`src/rtl/tmr_irq_pkg.sv`:
```
// Shared constants for the timer interrupt register.
// Assumes the word is 32 bits wide with the enable field at the bottom.
package tmr_irq_pkg;
    parameter int NUM_CH   = 5;
    parameter int WORD_W   = 32;
    parameter int PEND_LSB = NUM_CH;
    parameter int USED_W   = 2 * NUM_CH;
endpackage

```
`src/rtl/tmr_irq_chan.sv`:
```
// One channel: an enable flop and a sticky pending flop.
// A set from the expiry pulse wins over a clear on the same edge.
// Assumes expire is already synchronous to clk.
module tmr_irq_chan (
    input  logic clk,
    input  logic rst_n,
    input  logic expire,
    input  logic wr_en,
    input  logic en_wdata,
    input  logic clr_wdata,
    output logic en_q,
    output logic pend_q,
    output logic irq
);
    logic clr_req;

    // Clear request: a write with this channel's clear bit set.
    always_comb clr_req = wr_en & clr_wdata;

    // Enable flop, loaded on every write.
    always_ff @(posedge clk) begin
        if (!rst_n)     en_q <= 1'b0;
        else if (wr_en) en_q <= en_wdata;
    end

    // Pending flop: set has priority over clear.
    always_ff @(posedge clk) begin
        if (!rst_n)       pend_q <= 1'b0;
        else if (expire)  pend_q <= 1'b1;
        else if (clr_req) pend_q <= 1'b0;
    end

    // Level interrupt from the two held bits.
    always_comb irq = pend_q & en_q;

    p_set_r3: assert property (@(posedge clk) disable iff (!rst_n)
        expire |=> pend_q);
    p_set_wins_r6: assert property (@(posedge clk) disable iff (!rst_n)
        (expire && clr_req) |=> pend_q);
    p_clear_r4: assert property (@(posedge clk) disable iff (!rst_n)
        (clr_req && !expire) |=> !pend_q);
    p_hold_r8: assert property (@(posedge clk) disable iff (!rst_n)
        (!expire && !clr_req) |=> $stable(pend_q));
endmodule

```
`src/rtl/tmr_irq_pack.sv`:
```
// Packs the per-channel enable and pending bits into the register word.
// Bits above the used field are tied to zero.
module tmr_irq_pack #(
    parameter int NUM_CH = tmr_irq_pkg::NUM_CH,
    parameter int WORD_W = tmr_irq_pkg::WORD_W
) (
    input  logic [NUM_CH-1:0] en,
    input  logic [NUM_CH-1:0] pend,
    output logic [WORD_W-1:0] word
);
    localparam int USED_W = 2 * NUM_CH;

    // Assemble the readback word.
    always_comb begin
        word = '0;
        word[NUM_CH-1:0]      = en;
        word[USED_W-1:NUM_CH] = pend;
    end
endmodule

```
`src/rtl/tmr_irq_csr.sv`:
```
// Timer interrupt enable and pending register, top level.
// Enables live in bits NUM_CH-1:0 and pending bits in bits 2*NUM_CH-1:NUM_CH.
// Pending bits are write-one-to-clear.
// Assumes one register with no address decode and reads without side effects.
module tmr_irq_csr #(
    parameter int NUM_CH = tmr_irq_pkg::NUM_CH,
    parameter int WORD_W = tmr_irq_pkg::WORD_W
) (
    input  logic              clk,
    input  logic              rst_n,
    input  logic [NUM_CH-1:0] expire,
    input  logic              wr_en,
    input  logic [WORD_W-1:0] wr_data,
    output logic [WORD_W-1:0] rd_data,
    output logic [NUM_CH-1:0] irq
);
    localparam int USED_W = 2 * NUM_CH;

    logic [NUM_CH-1:0] en_q;
    logic [NUM_CH-1:0] pend_q;

    for (genvar n = 0; n < NUM_CH; n++) begin : g_ch
        tmr_irq_chan u_chan (
            .clk       (clk),
            .rst_n     (rst_n),
            .expire    (expire[n]),
            .wr_en     (wr_en),
            .en_wdata  (wr_data[n]),
            .clr_wdata (wr_data[NUM_CH+n]),
            .en_q      (en_q[n]),
            .pend_q    (pend_q[n]),
            .irq       (irq[n])
        );

        p_irq_level_r5: assert property (@(posedge clk) disable iff (!rst_n)
            irq[n] == (rd_data[n] && rd_data[NUM_CH+n]));
    end

    tmr_irq_pack #(.NUM_CH(NUM_CH), .WORD_W(WORD_W)) u_pack (
        .en   (en_q),
        .pend (pend_q),
        .word (rd_data)
    );

    p_en_load_r2: assert property (@(posedge clk) disable iff (!rst_n)
        wr_en |=> rd_data[NUM_CH-1:0] == $past(wr_data[NUM_CH-1:0]));
    p_upper_zero_r7: assert property (@(posedge clk) disable iff (!rst_n)
        rd_data[WORD_W-1:USED_W] == '0);
    p_reset_r1: assert property (@(posedge clk)
        !rst_n |=> (rd_data == '0 && irq == '0));
endmodule

```
`config.mk`:
```
export PLATFORM = sky130hd
export DESIGN_NAME = tmr_irq_csr
export DESIGN_NICKNAME = d
export VERILOG_FILES = /design/src/rtl/tmr_irq_pkg.sv /design/src/rtl/tmr_irq_chan.sv /design/src/rtl/tmr_irq_pack.sv /design/src/rtl/tmr_irq_csr.sv
export SDC_FILE = /design/constraint.sdc
export NUM_CORES = 1
export LEC_CHECK = 0
export ABC_AREA = 1
export BUFFER_PORTS_ARGS = -buffer_cell sky130_fd_sc_hd__buf_2
export CORE_MARGIN = 2
export CORE_UTILIZATION = 35
export CTS_CLUSTER_SIZE = 20
export DETAILED_ROUTE_END_ITERATION = 8
export HOLD_SLACK_MARGIN = 0.12
export PLACE_DENSITY = 0.9
export SYNTH_ARGS = -nofsm -noshare
export SYNTH_HDL_FRONTEND = slang
export SYNTH_SLANG_ARGS = --single-unit
```
`constraint.sdc`:
```
create_clock -name clk -period 1.5 [get_ports clk]
set_input_delay 0.15 -clock clk [delete_from_list [all_inputs] [get_ports clk]]
set_output_delay 0.15 -clock clk [all_outputs]
set_load 0.005 [all_outputs]
```
# Word level (Yosys, flattened, before mapping)
# Cells that the tools add are included.
[word_totals]
regBits = 10
in_bits = 40
out_inout_bits = 37
word_cells = 35
[classes]
muxes = 10
bitwise_logic = 10
reduce_logical = 5
[ops]
columns = ["operator", "count"]
rows = [
  ["bitwise AND 1 bit", 10],
  ["2-to-1 mux 1 bit", 10],
  ["nonzero test 2 bit", 5],
]

# Logic depth before layout (Yosys ltp)
[depth]
ltp_word = 3
ltp_mapped = 4
ltp_nobuf = 3

# Modules after synthesis
# From an unflattened synthesis, not the netlist that was laid out.
[unflattened]
hier_cells = 98
hier_area_um2 = 681.9
[modules_own_cells]
columns = ["mod", "instances", "cells_each", "area_each_um2", "seq_area_each_um2"]
rows = [
  ["tmr_irq_chan", 5, 13, 87.6, 40.0],
  ["tmr_irq_pack", 1, 33, 244.0, 0.0],
]

# Worst setup path after synthesis
# Ideal clock, no wire load.
[synth_path]
path_type = "register to output"
from = "register g_ch[2].u_chan.pend_q"
to = "output irq[2]"
arrival_time_ps = 502
required_time_ps = 1350
setup_slack_ps = 848
path_stages_with_launch = 4
n_path_buf = 1
cell_sequence = "dfxtp_1 > nand2_1 > inv_1 > buf_4"
[synth_via]
elab_chain_cells = 1
[synth_rtl]
columns = ["item", "line_no", "text"]
rows = [
  ["start, declared", "tmr_irq_chan.sv:12", "output logic pend_q,"],
  ["start signal, assigned", "tmr_irq_chan.sv:28", "if (!rst_n) pend_q <= 1'b0;"],
  ["start signal, assigned", "tmr_irq_chan.sv:29", "else if (expire) pend_q <= 1'b1;"],
  ["start signal, assigned", "tmr_irq_chan.sv:30", "else if (clr_req) pend_q <= 1'b0;"],
  ["bitwise AND 1 bit", "tmr_irq_chan.sv:34", "always_comb irq = pend_q & en_q;"],
  ["end, declared", "tmr_irq_csr.sv:15", "output logic [NUM_CH-1:0] irq"],
]
# Every way passes these cells.

# Final worst setup path
[layout_path]
from = "register g_ch[4].u_chan.en_q"
to = "output irq[4]"
[layout_via]
elab_chain_cells = 1
[layout_rtl]
columns = ["item", "line_no", "text"]
rows = [
  ["start, declared", "tmr_irq_chan.sv:11", "output logic en_q,"],
  ["start signal, assigned", "tmr_irq_chan.sv:23", "else if (wr_en) en_q <= en_wdata;"],
  ["bitwise AND 1 bit", "tmr_irq_chan.sv:34", ""],
]
# Every way passes these cells.

==> flow_metrics.py <==
metrics = {
    "placement": {
        "dp_slack_ns": 0.7028,
        "place_congestion": 0.6654,
        "placedCellCount": 136,
        "dp_hpwl_um": 895.8,
        "port_buffers": 32,
    },
    "layout": {
        "fillCellCount": 210,
        "final_nets": 162,
        "n_antenna_cell": 0,
        "area_delta_synth_final_pct": 9.358,
        "instances_no_fill": 145,
        "finish.utilization_pct": 41.82,
        "drive_above_1_share_pct": 29.17,
        "final_cell_mix": "buf_2 (32), conb_1 (22), nand2_1 (15), inv_1 (12)",
        "layout_commonest_cell": "buf_2",
    },
    "clock_network": {
        "clkSinkCount": 10,
        "cts_tree": "yes",
        "clk_pin_slew_ns": 0.06,
        "htreeDepth": 1,
        "clock_path_buffers": 2,
        "clk_latency_ns": 0.25,
        "post_cts_buffers": 0,
        "post_cts_resized": 0,
        "cts_made_buffers": 3,
        "holdBufCountCts": 6,
        "root_buffer": "clkbuf_4",
    },
    "drt": {
        "routed_via_density": 3.628,
        "postRouteAntennaNets": 0,
        "drt_iter0_markers": 8,
        "drt-pass1-iter-count": 3,
        "drc": 0,
        "wl_per_cell_um": 7.903,
        "vias": 526,
        "routed_wl_um": 1146,
    },
    "grt": {
        "grt_usage_pct": 10.65,
        "grt_pass1_wl_um": 1628,
        "grt_pass1_vias": 399,
        "antenna_found_initial": 0,
        "overflow": 0,
        "grt_max_degree": 12,
    },
    "sta": {
        "maxSlewViolCount": 0,
        "fin_skew_ns": 0,
        "finalSetupTns_ns": 0,
        "period_share_pct": 63.25,
        "finalHoldViolations": 0,
        "post-route-min-period_ns": 0.9487,
        "rsz0062_at_grt": "false",
        "finalSetupViolCount": 0,
        "fin_ws_ns": 0.5513,
        "max_freq_ghz": 1.054,
    },
    "setup_path": {
        "crit_path_end_kind": "output port",
        "cp.required_ns": 1.35,
        "critPathMaxStageDelay_ns": 0.35,
        "crit_arrival_ns": 0.80,
        "start_kind": "flip-flop",
        "path_max_fanout": 3,
        "setup.worst_path.class": "flip-flop to output port",
        "cp_cell_sequence": "nand2_1, inv_1, buf_2",
        "crit_slowest_cell": "dfxtp_1",
    },
    "floorplanning": {
        "core_area_mm2": 0.001783,
        "start_util_pct": 38.25,
        "fp.dieW_um": 48.14,
        "fp.dieArea_mm2": 0.002317,
        "boundaryPins": 77,
        "rows": 15,
        "die_h_um": 48.14,
    },
    "power": {
        "power.density_mw_per_mm2": 776.6,
        "p_leak_nw": 0.4800,
        "peakVddDrop_v": 0.0004527,
        "power_uw": 579.1,
    },
    "synth": {
        "netlist_area_um2": 681.9,
        "ys_warn_count": 0,
        "synth_cell_type_count": 9,
        "synth_cells": 96,
        "avgSynthCellArea_um2": 7.103,
        "yosysSeqAreaShare_pct": 29.36,
        "ys_ff_latch": 10,
    },
    "job": {
        "maxCapViolCount": 0,
    },
    "hold_path": {
        "hold_path.class": "input pin to flip-flop",
    },
    "status": {
        "status": "completed",
    },
}
## flip-flops by register name (all words and copies together), names as in the netlist
signal / cells
g_ch.u_chan.pend_q: 5
g_ch.u_chan.en_q: 5
## area by class of cell
| cell class | count | area [um^2] | area share (%) |
|---|---|---|---|
| multi-input cells | 57 | 226.5 | 30.37 |
| repair buffers | 38 | 220.2 | 29.53 |
| flip-flops and latches | 10 | 200.2 | 26.85 |
| inverters | 12 | 45.04 | 6.040 |
| well taps | 25 | 31.28 | 4.195 |
| clock buffers | 3 | 22.52 | 3.020 |
## synthesized netlist by cell type
| master | number | area share, % |
|---|---|---|
| conb_1 | 1 | 0.55 |
| buf_4 | 37 | 41 |
| o21ai_0 | 5 | 3.7 |
| buf_6 | 1 | 1.7 |
| nor2_1 | 10 | 5.5 |
| nand2_1 | 15 | 8.3 |
| inv_1 | 12 | 6.6 |
| a21oi_1 | 5 | 3.7 |
| dfxtp_1 | 10 | 29 |
## per-layer routing
metal,vias to the layer above,part of all wire (%),track usage (%)
met5,-,0,0
met1,221,42,11.80
met3,0,9.4,6.667
li1,275,-,-
met2,30,49,17.63
met4,0,0,1.622
## power by group
part	leakage, nW	internal (mW)	switching (mW)
registers	0.0835	0.285	0.0122
logic	0.383	0.0541	0.0551
clock network	0.0138	0.0921	0.0810
total	0.480	0.431	0.148
## critical path, delay by kind of cell (launching register included)
kind	cells	cell delay [ns]
and+or+nand+nor	1	0.06
buffers and inverters	2	0.14
DFF	1	0.35
## path summary, 6_finish.rpt
check | to | startpoint | slack, ns | depth (start not counted)
max reg2reg | g_ch[2].u_chan.en_q | g_ch[2].u_chan.en_q | 0.86 | 2
min | g_ch[4].u_chan.pend_q | expire[4] | 0.13 | 3
max | irq[4] | g_ch[4].u_chan.en_q | 0.55 | 3
min reg2reg | g_ch[4].u_chan.pend_q | g_ch[4].u_chan.pend_q | 0.47 | 2
## cells by family after synthesis
group / Yosys count / synth area share [%]
other: 1 / 0.5499
flip-flops: 10 / 29.36
AO/OA/AOI/OAI: 10 / 7.338
buffers and inverters: 50 / 48.99
AND/OR/NAND/NOR: 25 / 13.76
## per-stage QoR
stage	area, um^2	hold slack [ns]
floorplan	760.7	0.2840
global placement	663.1	0.3735
detailed placement	663.1	0.3758
CTS	745.7	0.1209
global route	745.7	0.1268
finish	745.7	0.1288
(Power assumes the default switching activity.)
